==> src/rtl/cfgs_pkg.sv <==
package cfgs_pkg;
  typedef enum logic [2:0] {
    OP_READ      = 3'd0,
    OP_PROG      = 3'd1,
    OP_PROG_LOCK = 3'd2,
    OP_LOCK      = 3'd3,
    OP_WIPE      = 3'd4,
    OP_SIG_WR    = 3'd5,
    OP_SIG_RD    = 3'd6,
    OP_RSVD      = 3'd7
  } opcode_t;

  typedef enum logic [1:0] {
    SEL_ZERO = 2'd0,
    SEL_MEM  = 2'd1,
    SEL_SIG  = 2'd2
  } rsel_t;
endpackage

==> src/rtl/cfgs_erase_seq.sv <==
module cfgs_erase_seq #(
  parameter int ADDR_W = 6
) (
  input  logic              clk,
  input  logic              rst,
  input  logic              start,
  output logic              busy,
  output logic [ADDR_W-1:0] addr,
  output logic              done,
  output logic              by_cmd
);
  localparam logic [ADDR_W-1:0] LAST = '1;

  logic              busy_q;
  logic [ADDR_W-1:0] cnt_q;
  logic              by_cmd_q;

  always_ff @(posedge clk) begin
    if (rst) begin
      busy_q   <= 1'b1;
      cnt_q    <= '0;
      by_cmd_q <= 1'b0;
    end else if (busy_q) begin
      cnt_q <= cnt_q + 1'b1;
      if (cnt_q == LAST) busy_q <= 1'b0;
    end else if (start) begin
      busy_q   <= 1'b1;
      cnt_q    <= '0;
      by_cmd_q <= 1'b1;
    end
  end

  assign busy   = busy_q;
  assign addr   = cnt_q;
  assign done   = busy_q && (cnt_q == LAST);
  assign by_cmd = by_cmd_q;
endmodule

==> src/rtl/cfgs_cmd_dec.sv <==
module cfgs_cmd_dec
  import cfgs_pkg::*;
(
  input  logic    fire,
  input  opcode_t op,
  input  logic    locked,
  input  logic    word_used,
  input  logic    sig_used,
  output logic    prog_we,
  output logic    lock_set,
  output logic    sig_we,
  output logic    wipe_go,
  output logic    rsp_go,
  output logic    err,
  output rsel_t   sel
);
  logic prog_ok;
  logic sig_ok;

  assign prog_ok = !locked && !word_used;
  assign sig_ok  = !locked && !sig_used;

  always_comb begin
    prog_we  = 1'b0;
    lock_set = 1'b0;
    sig_we   = 1'b0;
    wipe_go  = 1'b0;
    rsp_go   = fire;
    err      = 1'b0;
    sel      = SEL_ZERO;
    if (fire) begin
      unique case (op)
        OP_READ: begin
          err = locked;
          sel = locked ? SEL_ZERO : SEL_MEM;
        end
        OP_PROG: begin
          prog_we = prog_ok;
          err     = !prog_ok;
        end
        OP_PROG_LOCK: begin
          prog_we  = prog_ok;
          lock_set = prog_ok;
          err      = !prog_ok;
        end
        OP_LOCK:   lock_set = 1'b1;
        OP_WIPE: begin
          wipe_go = 1'b1;
          rsp_go  = 1'b0;
        end
        OP_SIG_WR: begin
          sig_we = sig_ok;
          err    = !sig_ok;
        end
        OP_SIG_RD: sel = SEL_SIG;
        default:   err = 1'b1;
      endcase
    end
  end
endmodule

==> src/rtl/cfgs_mem.sv <==
module cfgs_mem #(
  parameter int ADDR_W = 6,
  parameter int DATA_W = 16
) (
  input  logic              clk,
  input  logic              we,
  input  logic [ADDR_W-1:0] waddr,
  input  logic [DATA_W-1:0] wdata,
  input  logic [ADDR_W-1:0] raddr,
  output logic [DATA_W-1:0] rdata
);
  localparam int DEPTH = 1 << ADDR_W;

  logic [DATA_W-1:0] ram [DEPTH];

  always_ff @(posedge clk) begin
    if (we) ram[waddr] <= wdata;
    rdata <= ram[raddr];
  end
endmodule

==> src/rtl/cfg_lock_store.sv <==
module cfg_lock_store
  import cfgs_pkg::*;
#(
  parameter int ADDR_W = 6,
  parameter int DATA_W = 16,
  parameter int SIG_W  = 24
) (
  input  logic                                          clk,
  input  logic                                          rst,
  input  logic                                          cmd_valid,
  output logic                                          cmd_ready,
  input  logic [2:0]                                    cmd_op,
  input  logic [ADDR_W-1:0]                             cmd_addr,
  input  logic [((DATA_W > SIG_W) ? DATA_W : SIG_W)-1:0] cmd_wdata,
  output logic                                          rsp_valid,
  output logic                                          rsp_err,
  output logic [((DATA_W > SIG_W) ? DATA_W : SIG_W)-1:0] rsp_rdata,
  output logic                                          busy,
  output logic                                          locked
);
  localparam int DEPTH = 1 << ADDR_W;
  localparam int RD_W  = (DATA_W > SIG_W) ? DATA_W : SIG_W;

  logic              fire;
  logic              prog_we, lock_set, sig_we, wipe_go, rsp_go, err_d;
  rsel_t             sel_d, sel_q;
  logic              done, by_cmd;
  logic [ADDR_W-1:0] wipe_addr;
  logic              mem_we;
  logic [ADDR_W-1:0] mem_waddr;
  logic [DATA_W-1:0] mem_wdata;
  logic [DATA_W-1:0] rd_q;
  logic [DEPTH-1:0]  used_q;
  logic [SIG_W-1:0]  sig_q;
  logic              sig_used_q;
  logic              lock_q;
  logic              rv_q, err_q;

  assign fire      = cmd_valid && !busy;
  assign cmd_ready = !busy;

  cfgs_erase_seq #(.ADDR_W(ADDR_W)) u_seq (
    .clk    (clk),
    .rst    (rst),
    .start  (wipe_go),
    .busy   (busy),
    .addr   (wipe_addr),
    .done   (done),
    .by_cmd (by_cmd)
  );

  cfgs_cmd_dec u_dec (
    .fire      (fire),
    .op        (opcode_t'(cmd_op)),
    .locked    (lock_q),
    .word_used (used_q[cmd_addr]),
    .sig_used  (sig_used_q),
    .prog_we   (prog_we),
    .lock_set  (lock_set),
    .sig_we    (sig_we),
    .wipe_go   (wipe_go),
    .rsp_go    (rsp_go),
    .err       (err_d),
    .sel       (sel_d)
  );

  assign mem_we    = busy || prog_we;
  assign mem_waddr = busy ? wipe_addr : cmd_addr;
  assign mem_wdata = busy ? '0 : cmd_wdata[DATA_W-1:0];

  cfgs_mem #(.ADDR_W(ADDR_W), .DATA_W(DATA_W)) u_mem (
    .clk   (clk),
    .we    (mem_we),
    .waddr (mem_waddr),
    .wdata (mem_wdata),
    .raddr (cmd_addr),
    .rdata (rd_q)
  );

  // programmed-since-wipe marks, one per word
  always_ff @(posedge clk) begin
    if (done)         used_q <= '0;
    else if (prog_we) used_q[cmd_addr] <= 1'b1;
  end

  always_ff @(posedge clk) begin
    if (done) begin
      sig_q      <= '0;
      sig_used_q <= 1'b0;
    end else if (sig_we) begin
      sig_q      <= cmd_wdata[SIG_W-1:0];
      sig_used_q <= 1'b1;
    end
  end

  always_ff @(posedge clk) begin
    if (rst)           lock_q <= 1'b1;
    else if (done)     lock_q <= 1'b0;
    else if (lock_set) lock_q <= 1'b1;
  end

  always_ff @(posedge clk) begin
    if (rst) begin
      rv_q  <= 1'b0;
      err_q <= 1'b0;
      sel_q <= SEL_ZERO;
    end else begin
      rv_q  <= rsp_go || (done && by_cmd);
      err_q <= rsp_go && err_d;
      sel_q <= rsp_go ? sel_d : SEL_ZERO;
    end
  end

  always_comb begin
    unique case (sel_q)
      SEL_MEM: rsp_rdata = RD_W'(rd_q);
      SEL_SIG: rsp_rdata = RD_W'(sig_q);
      default: rsp_rdata = '0;
    endcase
  end

  assign rsp_valid = rv_q;
  assign rsp_err   = err_q;
  assign locked    = lock_q;
endmodule

==> config.mk <==
export PLATFORM = sky130hd
export DESIGN_NAME = cfg_lock_store
export DESIGN_NICKNAME = d
export VERILOG_FILES = /design/src/rtl/cfgs_pkg.sv /design/src/rtl/cfgs_erase_seq.sv /design/src/rtl/cfgs_cmd_dec.sv /design/src/rtl/cfgs_mem.sv /design/src/rtl/cfg_lock_store.sv
export SDC_FILE = /design/constraint.sdc
export NUM_CORES = 1
export LEC_CHECK = 0
export BUFFER_PORTS_ARGS = -buffer_cell sky130_fd_sc_hd__buf_4
export CAP_MARGIN = 10
export CORE_UTILIZATION = 53
export DETAILED_ROUTE_END_ITERATION = 6
export GPL_TIMING_DRIVEN = 1
export HOLD_SLACK_MARGIN = 0.08
export PLACE_DENSITY = 0.69
export SLEW_MARGIN = 10
export SYNTH_ARGS = -nofsm -noshare
export SYNTH_HDL_FRONTEND = slang
export SYNTH_SLANG_ARGS = --single-unit
export TNS_END_PERCENT = 30
==> constraint.sdc <==
create_clock -name clk -period 4.1 [get_ports clk]
set_input_delay 0.615 -clock clk [delete_from_list [all_inputs] [get_ports clk]]
set_output_delay 0.615 -clock clk [all_outputs]
set_load 0.02 [all_outputs]
### Yosys cells after proc, flatten, opt, wreduce, memory -nomap -nowiden

Memories as Yosys holds them, arrays and structs flattened. A register that Yosys moved wholly into a read port is not among the register bits.
Index checks and enable logic that the tools add are counted.

* bits in registers: 102
* output and inout bits: 29
* memories kept: 1
* memory bits (writable): 1024
* input port bits: 36

Memory list
* u_mem.ram: depth 64, width 16, read ports 1, clocked after Yosys merged registers in 1, wr ports 1, line cfgs_mem.sv:14 `logic [DATA_W-1:0] ram [DEPTH];`

* eq/ne operators: 9
* add/sub/neg operators: 1
* mux-type cells: 30
* order comparisons: 2
* reduce and logical (&&, ||, !) cells: 22
* bitwise gates (word level): 4

Operators with widths (number)
* $or 64x64->64: 1
* $pmux 24 s2: 1
* $mux 1: 20
* $mux 6: 3
* $mux 16: 1
* $eq 3x3->1 const B: 3
* $logic_and 1x1->1: 7
* $lt 6x7->1 const B: 1
* $add 6x1->6 const B: 1
* $bmux 1 s6: 1
* $demux 1 s6: 1
* $eq 3x2->1 const B: 2
* $eq 6x6->1 const B: 1
* $ge 6x1->1 const B: 1
* $logic_not 1->1: 6
* $reduce_or 3->1: 2
* $pmux 1 s4: 1
* $pmux 2 s2: 1
* $reduce_bool 2->1: 2
* $eq 3x1->1 const B: 1
* $logic_not 3->1: 1
* $not 1->1: 3
* $eq 2x1->1 const B: 1
* $eq 2x2->1 const B: 1
* 4 further kinds: 5

### Depth between registers and ports, before layout

Gate-level depths: netlist of run 1.

* depth after elaboration: 9
* depth in mapped cells: 12
* mapped depth without buffers: 7

### Modules after synthesis

A second synthesis of run 1 with hierarchy kept.

* cell total of the unflattened synthesis: 2379
* area total of the unflattened synthesis: 44734.2 um2

Modules (own cells, without submodules)
* cfgs_mem: times used 1, area each 40042.2 um2, cells each 1829, seq. area each 31069.8 um2
* cfg_lock_store: times used 1, area each 4195.3 um2, cells each 487, seq. area each 1881.8 um2
* cfgs_erase_seq: times used 1, area each 364.1 um2, cells each 42, seq. area each 160.2 um2
* cfgs_cmd_dec: times used 1, area each 132.6 um2, cells each 21, seq. area each 0.0 um2

### Worst setup path after synthesis of run 1

Ideal clock, no wire load.

* path kind: input to register
* start point: in cmd_addr[1]
* end point: mem u_mem.ram[2][0] (enable)
* data arrival time: 3.049 ns
* path buffers: 2
* stages: 8
* slack: 0.662 ns
* data required time: 3.711 ns
* path through: buf_2 mux4_2 mux2i_1 o22ai_1 nor4_4 buf_4 a31oi_2 nor2_1

* longest elaborated chain between the ends: 9

Ends and longest elaborated chain
* start, declared: line cfg_lock_store.sv:13 `input logic [ADDR_W-1:0] cmd_addr,`
* $bmux 1 s6: line cfg_lock_store.sv:56 `.word_used (used_q[cmd_addr]),`
* $mux 1 (not written as such): line cfg_lock_store.sv:56
* $logic_not 1->1: line cfgs_cmd_dec.sv:20 `assign prog_ok = !locked && !word_used;`
* $logic_and 1x1->1: line cfgs_cmd_dec.sv:20
* $mux 1: line cfgs_cmd_dec.sv:32 `unique case (op)`
* $mux 1: line cfgs_cmd_dec.sv:31 `if (fire) begin`
* $logic_or 1x1->1: line cfg_lock_store.sv:67 `assign mem_we = busy || prog_we;`
* $mux 1: line cfgs_mem.sv:17 `if (we) ram[waddr] <= wdata;`
* $mux 1 (not written as such): line cfgs_mem.sv:17
* end, declared: line cfgs_mem.sv:14

Parallel ways exist; a longest one is shown, timed or not. The select of a mux whose other input is x is not followed.

==> results of run 1 <==
-- worst min path at each step --
stage / slack (ns) / depth (start not counted) / endpoint
4_1_cts: 0.17 / 3 / sig_q[23]
3_5_place_dp: 0.44 / 2 / used_q[1]
3_3_place_gp: 0.43 / 2 / used_q[12]
2_1_floorplan: 0.42 / 2 / used_q[6]
6_report: 0.18 / 3 / sig_q[23]
5_1_grt: 0.19 / 3 / sig_q[23]
-- metal layers --
| layer | vias to the layer above | part of all wire (%) |
|---|---|---|
| met1 | 13800 | 37 |
| met3 | 357 | 13 |
| met5 | - | 0.036 |
| met2 | 1996 | 45 |
| met4 | 8 | 5.9 |
| li1 | 11200 | - |
-- critical path, delay by kind of cell --
family	cells	cell delay, ns
compound gates	4	1.54
buf+inv	4	1.18
simple gates	2	0.71
-- synth_stat cells, types with 7 or more instances --
master / number
a22o_1: 39
nor3_1: 14
o21ai_1: 38
mux2_2: 45
a22oi_1: 151
o22ai_1: 39
buf_4: 16
nand2b_1: 7
o211ai_1: 10
nand2_1: 191
mux2i_1: 114
dfxtp_1: 118
o21ai_0: 58
mux4_2: 60
nand4_1: 11
a31oi_1: 24
nor2_1: 186
and2_1: 12
edfxtp_1: 1024
a21oi_1: 104
a211oi_1: 10
buf_1: 11
and3_1: 8
a221oi_1: 97
nand3_1: 17
clkbuf_1: 81
buf_2: 67
a221o_1: 14
inv_1: 7
o22a_1: 8
o31ai_2: 10
nor2b_1: 29
-- power breakdown --
part	switching, mW	total (mW)	leakage, nW	internal (mW)
sequential	0.0656	12.6	10.5	12.6
combinational	0.778	1.17	5.03	0.395
clock	4.28	10.2	1.78	5.88
total	5.12	24.0	17.3	18.9
-- sequential cells by signal (all words and copies together) (netlist names) --
signal        count
sig_q            24
sig_used_q        1
u_seq.busy        1
u_seq.by_cmd      1
u_seq.addr        6
rsp_valid         1
sel_q             2
u_mem.rdata      16
locked            1
rsp_err           1
used_q           64
u_mem.ram      1024
-- area by class of cell --
cell class                 instances  area, um^2
clock buffer                     140        2980
clock inverter                    67         642
sequential                      1142       33100
inverter                           7        26.3
tap                             1070        1340
antenna                            2        5.00
multi-input combinational       1366       10000
timing repair buffer             276        2220
fill                            5845       31600
-- layout by cell type, fill, tap and decap left out, drive strengths merged, types with 6 or more instances in the layout --
| master | synthesis | final |
|---|---|---|
| o21ai | 96 | 96 |
| clkbuf | 81 | 140 |
| a21oi | 106 | 106 |
| mux2 | 45 | 45 |
| nor3 | 14 | 14 |
| and3b | 6 | 6 |
| a221oi | 97 | 97 |
| a221o | 14 | 14 |
| nand2 | 192 | 192 |
| nand3 | 17 | 17 |
| a211oi | 10 | 10 |
| o22a | 8 | 8 |
| mux2i | 114 | 114 |
| o22ai | 39 | 39 |
| o211ai | 10 | 10 |
| nor2b | 29 | 29 |
| a31oi | 27 | 27 |
| a222oi | 6 | 6 |
| a22oi | 151 | 151 |
| and2 | 12 | 12 |
| inv | 7 | 12 |
| buf | 98 | 276 |
| nor4 | 6 | 6 |
| nor2 | 186 | 186 |
| edfxtp | 1024 | 1024 |
| nand2b | 7 | 7 |
| a22o | 39 | 39 |
| bufinv | 0 | 12 |
| o31ai | 16 | 16 |
| mux4 | 60 | 60 |
| nand4 | 11 | 11 |
| and3 | 8 | 8 |
| dfxtp | 118 | 118 |
| clkinv | 0 | 47 |
-- through the flow --
stage	cells	hold slack, ns	utilization (%)
3_3_place_gp	3861	0.433	57.0
4_1_cts	4068	0.167	61.4
2_1_floorplan	2694	0.420	-
6_report	4070	0.177	61.4
3_5_place_dp	3861	0.442	57.0
5_1_grt	4068	0.191	61.4
-- kinds of logic (layout without fill, tap and decap cells) --
logic type | count (synthesis) | count (layout) | synth area share [%]
muxes | 219 | 219 | 6.85
xor gates and xnor gates | 1 | 1 | 0.0200
buffers and inverters | 186 | 490 | 1.99
adders and majority gates | 3 | 3 | 0.0857
other | 0 | 2 | 0
and+or+nand+nor | 508 | 508 | 5.14
AOI/OAI and AO/OA | 635 | 635 | 10.3
DFF | 1142 | 1142 | 75.6
==> flow_summary.yaml, run 1 <==
run_status:
  status: "complete, no violations"
yosys:
  synth.avg_cell_area_um2: 16.3
  yosys-top-cells-area: "edfxtp_1, dfxtp_1, mux4_2, mux2i_1, a22oi_1"
  synth_area_leader_cell: "edfxtp_1"
  synth_cell_types: 61
  synthCells: 2694
  synth_flop_cell: "edfxtp_1"
  yosysWarnings: 0
  syn_area_um2: 43800
  ys_seq_area_share_pct: 75.6
  ys_seq_elements: 1142
  synth_top_area_share_pct: 70.2
  synth_edf_count: 1024
  synthArstFlopShare_pct: 0
  syn_nets: 2733
routing:
  drt-total-wl_um: 134000
  firstDrtPassIters: 5
  initialDrtViolationCount: 4254
  drt-wirelength-per-cell_um: 33.0
  drc: 0
  final_antenna_net_count: 0
  via_count: 27400
  via_per_inst: 6.72
power:
  ir_drop_v: 0.000321
  total_power_mw: 24.0
  p_per_area_nw_per_um2: 476
  p_leak_nw: 17.3
layout:
  fin_nets: 2943
  drive_gt1_share_pct: 20.3
  syn_to_final_growth_pct: 14.9
  post-route-cell-area_um2: 50300
placed_design:
  place_hpwl_um: 81800
  gp_congestion: 0.981
  portBuffers: 64
  dp_slack_ns: 0.00272
  place_area_um2: 46700
clock_network:
  cts_setup_buffers: 0
  cts_buffers: 111
  clock_latency_ns: 0.69
  cts-htree-levels: 3
  clkSinkCount: 1142
  cts_tree: "built"
  path_clk_slew_ns: 0.06
  clockRootBuffer: "clkbuf_16"
  cts_buffer_depth: 3
  post_cts_resized: 0
  holdBufCountCts: 0
timing:
  finClkSkew_ns: 0.0259
  fin_crit_sh_pct: 85.7
  timing.final.crit_period_ns: 3.52
  worst_pin_slew_ns: 1.18
  finalMaxSlewViolations: 0
  finalWorstSetupSlack_ns: 0.584
  hold_violations: 0
  setup_violations: 0
  fin_setup_tns_ns: 0
  rsz0062_at_grt: "no"
  timing.slew.headroom_pct: 21.0
  max_freq_mhz: 284
critical_path:
  critPathMaxFanout: 39
  cp-start-kind: "input port"
  arrival_ns: 4.07
  rr_endpoint: "u_mem.ram[36][13]"
  r2r-start: "used_q[15]"
  critPathRequiredTime_ns: 4.66
  crit_chain: "buf_6 -> buf_4 -> buf_4 -> nor2b_2 -> buf_4 -> a22oi_1 -> a21oi_1 -> o21ai_0 -> o21ai_0 -> or4_1"
  endpoint: "u_mem.rdata[14]"
  r2r_cells: 8
  endpoint_kind: "flip-flop"
  critPathLaunch: "cmd_addr[1]"
  critPathKind: "input port to flip-flop"
  slowest_stage: "o21ai_0"
  r2r_slack_ns: 0.77
  crit_top_cell: "buf_4"
  max_stage_delay_ns: 0.61
grt:
  grt_usage_pct: 32.0
  grt_start_max_net_pins: 66
  grt-ovfl-total: 0
  busiest_layer: "met2"
  met2_usage_pct: 47.5
  grt_antenna_before_repair: 7
  grt_pass1_vias: 26000
  use_met3_pct: 8.31
  grt_first_pass_wirelength_um: 188000
  grt_util_met1_pct: 43.2
floorplanning:
  core_area_um2: 82000
  boundaryPins: 65
  rows: 105
  fp.dieW_um: 289
  dieHeight_um: 289
  die_area_um2: 83800
  initial_core_util_pct: 53.4
worst_hold_path:
  min_from: "cmd_wdata[23]"
  hold_class: "input port to flip-flop"
run:
  maxCapViolCount: 0
Power figures use the tool's default switching activity.
==> run 2, diff against run 1 <==
- PLACE_DENSITY: 0.69 -> default
- PLACE_DENSITY_LB_ADDON: default -> 0.2
- SETUP_SLACK_MARGIN: default -> 0.1
==> run 2 against run 1 <==
  * Sequential share of layout area fell by 0.39 points
  * Global-route usage down 0.17 points
  * Setup slack better by 0.14 ns
  * Clock skew is 0.0059 ns higher
  * Core utilization increased by 0.37 points
  * Clock-buffer cell count fell by 6
  * Highest routed layer unchanged
==> flow_summary.yaml, run 2 (synthesized netlist as in run 1, its figures left out) <==
run_status:
  status: "complete, no violations"
placed_design:
  portBuffers: 64
  place_hpwl_um: 81300
  gp_congestion: 0.945
timing:
  worst_pin_slew_ns: 1.34
  fin_crit_sh_pct: 82.3
  timing.final.crit_period_ns: 3.37
  finClkSkew_ns: 0.0318
  fin_setup_tns_ns: 0
  setup_violations: 0
  max_freq_mhz: 297
  hold_violations: 0
  finalMaxSlewViolations: 0
  rsz0062_at_grt: "no"
  timing.slew.headroom_pct: 10.4
routing:
  drt-wirelength-per-cell_um: 32.7
  via_count: 27100
  drt-total-wl_um: 133000
  via_per_inst: 6.64
  initialDrtViolationCount: 3777
  final_antenna_net_count: 0
  firstDrtPassIters: 6
  drc: 0
clock_network:
  path_clk_slew_ns: 0.06
  holdBufCountCts: 0
  cts-htree-levels: 3
  clock_latency_ns: 0.70
  cts_buffers: 111
  clockRootBuffer: "clkbuf_16"
  clkSinkCount: 1142
  cts_setup_buffers: 0
  cts_tree: "built"
  post_cts_resized: 0
  cts_buffer_depth: 3
layout:
  antenna_cells: 0
  fin_nets: 2951
  top_regs: "u_mem.ram: 1024 flops, used_q: 64 flops, sig_q: 24 flops"
  syn_to_final_growth_pct: 15.6
  fin_util_pct: 61.8
  final_cell_mix: "edfxtp_1, buf_4, nand2_1, nor2_1, a22oi_1"
  largest_register: "u_mem.ram"
  drive_gt1_share_pct: 20.9
  final_common_cell: "edfxtp_1"
  largest_reg_flops: 1024
power:
  p_per_area_nw_per_um2: 478
  p_leak_nw: 17.4
  ir_drop_v: 0.000400
critical_path:
  critPathMaxFanout: 59
  crit_top_cell: "buf_12"
  r2r-start: "used_q[6]"
  r2r_slack_ns: 0.85
  r2r_cells: 9
  endpoint_kind: "flip-flop"
  cp-start-kind: "input port"
  critPathKind: "input port to flip-flop"
  critPathRequiredTime_ns: 4.67
  max_stage_delay_ns: 1.04
  crit_buf_inv: 3
  critPathTopFamily: "compound AO/OA/AOI/OAI gates"
  arrival_ns: 3.94
  slowest_stage: "a221oi_1"
  crit_chain: "buf_8 -> buf_12 -> buf_12 -> mux4_2 -> nor2b_1 -> a221oi_1 -> o22ai_1 -> or4_1"
  rr_endpoint: "u_mem.ram[7][15]"
floorplanning:
  initial_core_util_pct: 53.4
  core_area_um2: 82000
  die_area_um2: 83800
  rows: 105
  boundaryPins: 65
  fp.dieW_um: 289
  dieHeight_um: 289
worst_hold_path:
  min_from: "cmd_wdata[20]"
  holdPathStages: 3
  hold_class: "input port to flip-flop"
  hold_end: "sig_q[20]"
grt:
  grt_start_max_net_pins: 70
  grt_pass1_vias: 25600
  grt_antenna_before_repair: 3
  grt_first_pass_wirelength_um: 187000
  grt-ovfl-total: 0
  grt_usage_pct: 31.9
run:
  maxCapViolCount: 0
-- run 2: cell types whose count changed in the layout (fill, tap and decap cells not counted), moves of 3 or more --
cell / previous run / this run
clkinvlp_4: 2 / 7
buf_12: 10 / 19
nor2_2: 2 / 6
inv_6: 5 / 1
nor2_1: 177 / 173
clkinv_8: 0 / 3
clkbuf_1: 22 / 16
-- run 2: tightest hold or removal path, stage by stage --
cell and delay (ns):
buf_4 0.11, nand2_1 0.04, a21oi_1 0.05
-- run 2: stage by stage --
stage          hold slack [ns]  cells  area, um^2  power, mW  setup slack (ns)
2_1_floorplan            0.420   2694       43800       13.4             0.662
3_3_place_gp             0.431   3869       46900       14.0             0.242
3_5_place_dp             0.441   3869       46900       14.0             0.208
4_1_cts                  0.156   4079       50600       24.2             0.811
5_1_grt                  0.182   4079       50600       24.7             0.682
6_report                 0.172   4079       50600       24.2             0.727
-- run 2: cell type report --
type | count | area, um^2
clock buffer | 134 | 2960
fill | 5884 | 31300
multi-input combinational | 1366 | 10000
timing repair buffer | 284 | 2390
tap | 1070 | 1340
clock inverter | 76 | 790
sequential | 1142 | 33100
inverter | 7 | 26.3
-- run 2: where the power goes --
part / internal, mW / switching, mW
clock network: 6.03 / 4.36
logic: 0.410 / 0.777
registers: 12.6 / 0.0508
total: 19.0 / 5.19
-- run 2: worst max-delay path by stage --
stage	from	endpoint	slack (ns)	depth (start not counted)
finish	cmd_addr[2]	u_mem.rdata[13]	0.73	8
global route	used_q[6]	u_mem.ram[7][3]	0.68	9
CTS	used_q[6]	u_mem.ram[7][8]	0.81	9
detailed placement	cmd_addr[0]	u_mem.rdata[7]	0.21	10
global placement	cmd_addr[0]	u_mem.rdata[7]	0.24	10
floorplan	cmd_addr[1]	u_mem.ram[2][0]	0.66	8
-- run 2: per-layer routing --
metal	GRT usage (%)	share of wire (%)	wire (um)
met1	43.9	38	50600
met2	47.6	45	59500
met3	7.65	12	16100
met4	16.0	5.4	7270
met5	0	0.0090	12
